[src/rtl/tsched_pkg.sv]
package tsched_pkg;
  typedef enum logic [1:0] {
    OP_ENQ = 2'b00,
    OP_BLK = 2'b01,
    OP_UNB = 2'b10,
    OP_NOP = 2'b11
  } op_e;
endpackage

[src/rtl/tsched_lists.sv]
// Five doubly linked lists (NP ready levels plus one wait list) over NT slots.
// One unlink and one append per cycle, applied in that order.
module tsched_lists #(
  parameter int NT = 16,
  parameter int NP = 4,
  localparam int IW = $clog2(NT),
  localparam int PW = IW + 1,
  localparam int LN = NP + 1,
  localparam int LW = $clog2(NP + 2)
) (
  input  logic          clk,
  input  logic          rst,
  input  logic          unl_en,
  input  logic [IW-1:0] unl_id,
  input  logic          app_en,
  input  logic [IW-1:0] app_id,
  input  logic [LW-1:0] app_list,
  output logic [PW-1:0] hd_o [NP],
  output logic [PW-1:0] hn_o [NP],
  output logic [LW-1:0] loc_o [NT]
);
  localparam logic [PW-1:0] NULLP = {PW{1'b1}};
  localparam logic [LW-1:0] NOLOC = {LW{1'b1}};

  logic [PW-1:0] nx_q [NT], nx_n [NT];
  logic [PW-1:0] pv_q [NT], pv_n [NT];
  logic [PW-1:0] hd_q [LN], hd_n [LN];
  logic [PW-1:0] tl_q [LN], tl_n [LN];
  logic [LW-1:0] lc_q [NT], lc_n [NT];
  logic [PW-1:0] p, n, t;
  logic [LW-1:0] ul;

  always_comb begin
    nx_n = nx_q; pv_n = pv_q; hd_n = hd_q; tl_n = tl_q; lc_n = lc_q;
    p = NULLP; n = NULLP; t = NULLP; ul = '0;
    if (unl_en) begin
      ul = lc_q[unl_id];
      p  = pv_q[unl_id];
      n  = nx_q[unl_id];
      if (p == NULLP) hd_n[ul] = n; else nx_n[p[IW-1:0]] = n;
      if (n == NULLP) tl_n[ul] = p; else pv_n[n[IW-1:0]] = p;
      nx_n[unl_id] = NULLP;
      pv_n[unl_id] = NULLP;
      lc_n[unl_id] = NOLOC;
    end
    if (app_en) begin
      t = tl_n[app_list];
      nx_n[app_id] = NULLP;
      pv_n[app_id] = t;
      if (t == NULLP) hd_n[app_list] = {1'b0, app_id};
      else            nx_n[t[IW-1:0]] = {1'b0, app_id};
      tl_n[app_list] = {1'b0, app_id};
      lc_n[app_id]   = app_list;
    end
  end

  always_ff @(posedge clk) begin
    if (rst) begin
      for (int i = 0; i < NT; i++) begin
        nx_q[i] <= NULLP; pv_q[i] <= NULLP; lc_q[i] <= NOLOC;
      end
      for (int l = 0; l < LN; l++) begin
        hd_q[l] <= NULLP; tl_q[l] <= NULLP;
      end
    end else begin
      nx_q <= nx_n; pv_q <= pv_n; lc_q <= lc_n;
      hd_q <= hd_n; tl_q <= tl_n;
    end
  end

  genvar g;
  generate
    for (g = 0; g < NP; g++) begin : g_out
      assign hd_o[g] = hd_q[g];
      assign hn_o[g] = hd_n[g];
    end
    for (g = 0; g < LN; g++) begin : g_chk
      // a list is empty at both ends or at neither
      a_r2_ends_agree: assert property (@(posedge clk) disable iff (rst)
        (hd_q[g] == NULLP) == (tl_q[g] == NULLP));
    end
  endgenerate
  assign loc_o = lc_q;
endmodule

[src/rtl/tsched_pick.sv]
// Head of the most urgent non-empty level.
module tsched_pick #(
  parameter int NP = 4,
  parameter int PW = 5,
  localparam int PRW = $clog2(NP)
) (
  input  logic [PW-1:0]  heads [NP],
  output logic [PW-1:0]  sel,
  output logic [PRW-1:0] sel_lvl
);
  always_comb begin
    sel = {PW{1'b1}};
    sel_lvl = '0;
    for (int l = NP - 1; l >= 0; l--) begin
      if (heads[l] != {PW{1'b1}}) begin
        sel = heads[l];
        sel_lvl = PRW'(l);
      end
    end
  end
endmodule

[src/rtl/tsched_slice.sv]
// Programmable time-slice down-counter.
module tsched_slice #(
  parameter int CW = 8,
  parameter logic [CW-1:0] DEF_SLICE = 8
) (
  input  logic          clk,
  input  logic          rst,
  input  logic          cfg_we,
  input  logic [CW-1:0] cfg_len,
  input  logic          reload,
  output logic          expired
);
  logic [CW-1:0] len_q, cnt_q;

  always_ff @(posedge clk) begin
    if (rst) begin
      len_q <= DEF_SLICE;
      cnt_q <= '0;
    end else begin
      if (cfg_we) len_q <= cfg_len;
      if (reload) cnt_q <= (len_q == '0) ? '0 : len_q - 1'b1;
      else if (cnt_q != '0) cnt_q <= cnt_q - 1'b1;
    end
  end
  assign expired = (cnt_q == '0);

  // between reloads the counter falls by one per cycle
  a_r5_countdown: assert property (@(posedge clk) disable iff (rst)
    (!reload && cnt_q != '0) |=> cnt_q == $past(cnt_q) - 1'b1);
endmodule

[src/rtl/prio_list_sched.sv]
module prio_list_sched #(
  parameter int NT = 16,
  parameter int NP = 4,
  parameter int CW = 8,
  parameter int NEXT_W = 32,
  parameter logic [CW-1:0] DEF_SLICE = 8,
  localparam int IW = $clog2(NT),
  localparam int PW = IW + 1,
  localparam int PRW = $clog2(NP),
  localparam int LW = $clog2(NP + 2)
) (
  input  logic              clk,
  input  logic              rst,
  input  logic              cmd_valid,
  input  logic [1:0]        cmd_op,
  input  logic [IW-1:0]     cmd_tid,
  input  logic [PRW-1:0]    cmd_prio,
  input  logic              cfg_we,
  input  logic [CW-1:0]     cfg_slice,
  input  logic              irq,
  output logic [NEXT_W-1:0] next_tid,
  output logic [PW-1:0]     run_tid,
  output logic              ctx_switch,
  output logic              dup_err
);
  import tsched_pkg::*;
  localparam logic [PW-1:0] NULLP = {PW{1'b1}};
  localparam logic [LW-1:0] NOLOC = {LW{1'b1}};
  localparam logic [LW-1:0] WAITL = LW'(NP);

  logic [PW-1:0]  hd [NP], hn [NP];
  logic [LW-1:0]  loc [NT];
  logic [PRW-1:0] prio_q [NT];
  logic [PW-1:0]  sel_cur, sel_nxt;
  logic [PRW-1:0] lvl_cur, lvl_nxt;
  logic           expired, do_sw, rot;
  logic           enq_ok, enq_dup, blk_ok, unb_ok;
  logic           unl_en, app_en;
  logic [IW-1:0]  mv_id;
  logic [LW-1:0]  app_list, cmd_loc;
  logic [PW-1:0]  next_q, run_q;
  logic           sw_q, err_q;
  op_e            op;

  assign op      = op_e'(cmd_op);
  assign cmd_loc = loc[cmd_tid];
  assign enq_ok  = cmd_valid && op == OP_ENQ && cmd_loc == NOLOC;
  assign enq_dup = cmd_valid && op == OP_ENQ && cmd_loc != NOLOC;
  assign blk_ok  = cmd_valid && op == OP_BLK && cmd_loc < WAITL;
  assign unb_ok  = cmd_valid && op == OP_UNB && cmd_loc == WAITL;

  assign do_sw = (expired || irq) && !cmd_valid;
  assign rot   = do_sw && sel_cur != NULLP;

  assign unl_en = rot || blk_ok || unb_ok;
  assign app_en = rot || enq_ok || blk_ok || unb_ok;
  assign mv_id  = rot ? sel_cur[IW-1:0] : cmd_tid;
  always_comb begin
    if (rot)         app_list = LW'(lvl_cur);
    else if (enq_ok) app_list = LW'(cmd_prio);
    else if (blk_ok) app_list = WAITL;
    else             app_list = LW'(prio_q[cmd_tid]);
  end

  tsched_lists #(.NT(NT), .NP(NP)) lists_i (
    .clk(clk), .rst(rst),
    .unl_en(unl_en), .unl_id(mv_id),
    .app_en(app_en), .app_id(mv_id), .app_list(app_list),
    .hd_o(hd), .hn_o(hn), .loc_o(loc)
  );

  tsched_pick #(.NP(NP), .PW(PW)) pick_cur_i (
    .heads(hd), .sel(sel_cur), .sel_lvl(lvl_cur));
  tsched_pick #(.NP(NP), .PW(PW)) pick_nxt_i (
    .heads(hn), .sel(sel_nxt), .sel_lvl(lvl_nxt));

  tsched_slice #(.CW(CW), .DEF_SLICE(DEF_SLICE)) slice_i (
    .clk(clk), .rst(rst), .cfg_we(cfg_we), .cfg_len(cfg_slice),
    .reload(do_sw), .expired(expired));

  always_ff @(posedge clk) begin
    if (rst) begin
      for (int i = 0; i < NT; i++) prio_q[i] <= '0;
      next_q <= NULLP;
      run_q  <= NULLP;
      sw_q   <= 1'b0;
      err_q  <= 1'b0;
    end else begin
      if (enq_ok) prio_q[cmd_tid] <= cmd_prio;
      next_q <= sel_nxt;
      if (do_sw) run_q <= sel_cur;
      sw_q  <= do_sw;
      err_q <= err_q | enq_dup;
    end
  end

  assign next_tid   = {{(NEXT_W-PW){1'b0}}, next_q};
  assign run_tid    = run_q;
  assign ctx_switch = sw_q;
  assign dup_err    = err_q;

  // the dispatched thread is the one the preview showed
  a_r5_dispatch_preview: assert property (@(posedge clk) disable iff (rst)
    ctx_switch |-> run_tid == $past(next_tid[PW-1:0]));
  // a command edge is never a switch edge
  a_r11_cmd_defers: assert property (@(posedge clk) disable iff (rst)
    cmd_valid |=> !ctx_switch);
  // the duplicate flag is sticky
  a_r10_err_sticky: assert property (@(posedge clk) disable iff (rst)
    dup_err |=> dup_err);
  // a waiting thread is never previewed
  a_r8_no_blocked_pick: assert property (@(posedge clk) disable iff (rst)
    (next_q != NULLP) |-> (loc[next_q[IW-1:0]] != WAITL));
  // preview never names a thread outside every list
  a_r3_pick_listed: assert property (@(posedge clk) disable iff (rst)
    (next_q != NULLP) |-> (loc[next_q[IW-1:0]] != NOLOC));
endmodule

[config.mk]
export PLATFORM = sky130hd
export DESIGN_NAME = prio_list_sched
export DESIGN_NICKNAME = d
export VERILOG_FILES = /design/src/rtl/tsched_pkg.sv /design/src/rtl/tsched_lists.sv /design/src/rtl/tsched_pick.sv /design/src/rtl/tsched_slice.sv /design/src/rtl/prio_list_sched.sv
export SDC_FILE = /design/constraint.sdc
export NUM_CORES = 1
export LEC_CHECK = 0
export ABC_AREA = 1
export BUFFER_PORTS_ARGS = -buffer_cell sky130_fd_sc_hd__buf_2
export CAP_MARGIN = 10
export CORE_UTILIZATION = 62
export CTS_CLUSTER_DIAMETER = 200
export DETAILED_ROUTE_END_ITERATION = 8
export GPL_ROUTABILITY_DRIVEN = 1
export PLACE_DENSITY = 0.9
export SYNTH_ARGS = -nofsm -noshare
export SYNTH_HDL_FRONTEND = slang
export SYNTH_HIERARCHICAL = 1
export SYNTH_SLANG_ARGS = --single-unit
[constraint.sdc]
create_clock -name clk -period 12.3 [get_ports clk]
set_input_delay 1.23 -clock clk [delete_from_list [all_inputs] [get_ports clk]]
set_output_delay 1.23 -clock clk [all_outputs]
set_load 0.1 [all_outputs]
==> impl_metrics.py <==
metrics = {
    "floorplan": {
        "io_pins": 60,
        "dieArea_um2": 34300,
        "rows": 66,
        "start_util_pct": 63.5,
        "die_y_um": 185,
        "fp.dieW_um": 185,
        "design.core.area_um2": 32800,
    },
    "worst_setup_path": {
        "crit_path_max_incr_delay_ns": 0.85,
        "rr_worst_depth": 35,
        "startpoint_type": "flop",
        "critPathMaxFanout": 40,
        "cp_data_arrival_time_ns": 9.44,
        "crit_top_cell": "nand2_1",
        "crit_type": "flop to flop",
        "r2r_end": "next_q[2]$_SDFF_PP1_",
        "rrSetupSlack_ns": 3.29,
        "endpoint_kind": "flop",
        "slowest_stage": "nand4_1",
        "r2r-start": "slice_i/cnt_q[0]$_SDFFE_PP0P_",
        "critPathRequiredTime_ns": 12.72,
    },
    "cts": {
        "htree_levels": 2,
        "worstSkewPairLatency_ns": 0.55,
        "cts.sinks": 313,
        "cts_made_buffers": 36,
        "cts_tree": "yes",
        "cts_root_buffer": "clkbuf_16",
        "cts_buffer_depth": 3,
        "post-cts-setup-buffers": 0,
        "cts_hold_buffers": 0,
        "cts_resized": 0,
        "clk_pin_slew_ns": 0.06,
    },
    "finish": {
        "drive_gt1_share_pct": 7.73,
        "n_antenna_cell": 0,
        "synthToLayoutAreaGrowth_pct": 5.97,
        "fin_nets": 3218,
    },
    "synth": {
        "post_synth.cell_area_avg_um2": 6.36,
        "synth_area_um2": 20800,
        "syn_inst": 3272,
        "yosysWarnings": 6,
    },
    "global_routing": {
        "grt_first_pass_wirelength_um": 117000,
        "grt_overflow": 0,
        "grt_max_degree": 135,
        "antenna_found_initial": 1,
        "grt_pass1_vias": 22100,
        "grt.total_usage_pct": 43.5,
    },
    "place": {
        "io_buffers": 32,
        "detailed_place_hpwl_um": 49800,
        "gp_congestion": 1.13,
    },
    "routing": {
        "routed_via_density": 6.52,
        "ant_nets": 0,
        "drt_first_pass_iters": 8,
        "drt-initial-drc-count": 4045,
        "routed_wl_um": 75700,
        "route.vias.total": 23900,
        "routedWlPerCell_um": 20.7,
        "drc": 0,
    },
    "sta": {
        "finalHoldViolCount": 0,
        "setup_viol": 0,
        "fmax_mhz": 111,
        "fin_crit_ns": 9.01,
        "tns_ns": 0,
        "tightest_slew_ns": 1.18,
        "slew_headroom_pct": 21.2,
        "fin_crit_sh_pct": 73.3,
        "slew_viol_final": 0,
        "skew_ns": 0.0249,
        "grt_setup_unrepaired": "false",
    },
    "hold_path": {
        "holdPathEnd": "run_tid[0]$_SDFFE_PP1P_",
        "hold_depth": 2,
        "worstHoldStart": "run_tid[0]$_SDFFE_PP1P_",
        "hp-class": "flop to flop",
    },
    "run": {
        "maxCapViolations": 0,
    },
    "status": {
        "status": "finished clean",
    },
}
==> worst max-delay path, delay by kind of cell, from the launching register on <==
family	cells	cell delay [ns]
AO/OA/AOI/OAI	8	1.41
flip-flops	1	0.31
buffers and inverters	10	3.25
AND/OR/NAND/NOR	16	3.59
adder cells (fa/ha/maj)	1	0.27
==> state kept, by name (all words and copies together) (netlist names) <==
register,count
dup_err,1
lists_i/nx_q,80
lists_i/loc_o,48
slice_i/cnt_q,8
run_tid,5
lists_i/pv_q,80
ctx_switch,1
lists_i/hd_o,20
prio_q,32
next_q,5
slice_i/len_q,8
lists_i/tl_q,25
==> routing by layer <==
metal / vias to the layer above / wire length (µm) / global-route usage (%)
met3: 496 / 11700 / 13.4
met5: - / 13 / 0
met2: 1979 / 31500 / 65.2
met1: 10700 / 27200 / 54.2
met4: 2 / 5230 / 27.5
li1: 10700 / - / -
==> metrics by stage <==
stage / utilization, % / hold slack (ns) / cells / setup WS, ns / area [µm²]
final: 67.3 / 0.475 / 3663 / 3.29 / 22100
after global routing: 67.3 / 0.510 / 3663 / 2.72 / 22100
after CTS: 67.3 / 0.478 / 3662 / 3.74 / 22100
after detailed placement: 63.4 / 0.460 / 3597 / 3.31 / 20800
after global placement: 63.4 / 0.457 / 3596 / 3.64 / 20800
after floorplan: - / 0.467 / 3298 / 6.63 / 20900
==> layout by cell type, fill, tap and decap left out, types with 11 or more instances in the layout <==
cell type  instances
nor2_1           278
o22ai_1          105
conb_1            27
a21oi_1           68
o211ai_1         275
o21ai_1           22
nand3_1          191
inv_1            321
nand2_2           11
nor3_1            16
nor2_4            17
nor2_2            28
o21ai_0          173
nand2_1         1069
nand3_2           14
edfxtp_1          32
nand4_1           34
o221ai_1          11
dfxtp_1          281
buf_2             32
a31oi_1           21
clkbuf_16         38
inv_2             30
buf_4             22
==> worst max-delay path by stage <==
stage,from,end
after floorplan,irq,next_q[4]$_SDFF_PP1_
after global placement,irq,next_q[1]$_SDFF_PP1_
after detailed placement,irq,next_q[3]$_SDFF_PP1_
after CTS,slice_i/cnt_q[0]$_SDFFE_PP0P_,next_q[2]$_SDFF_PP1_
after global routing,slice_i/cnt_q[0]$_SDFFE_PP0P_,next_q[2]$_SDFF_PP1_
final,slice_i/cnt_q[0]$_SDFFE_PP0P_,next_q[2]$_SDFF_PP1_
==> cell type report <==
class,instances,area [µm²]
inverters,359,1350
clock inverters,13,150
clock buffers,52,1100
repair buffers,54,325
flip-flops and latches,313,6590
multi-input cells,2430,12000
well taps,442,553
fillers,2867,10700
Power is left out: the tool's default activity adds up to more than one toggle a clock period on the data nets, which glitch-free logic cannot reach.
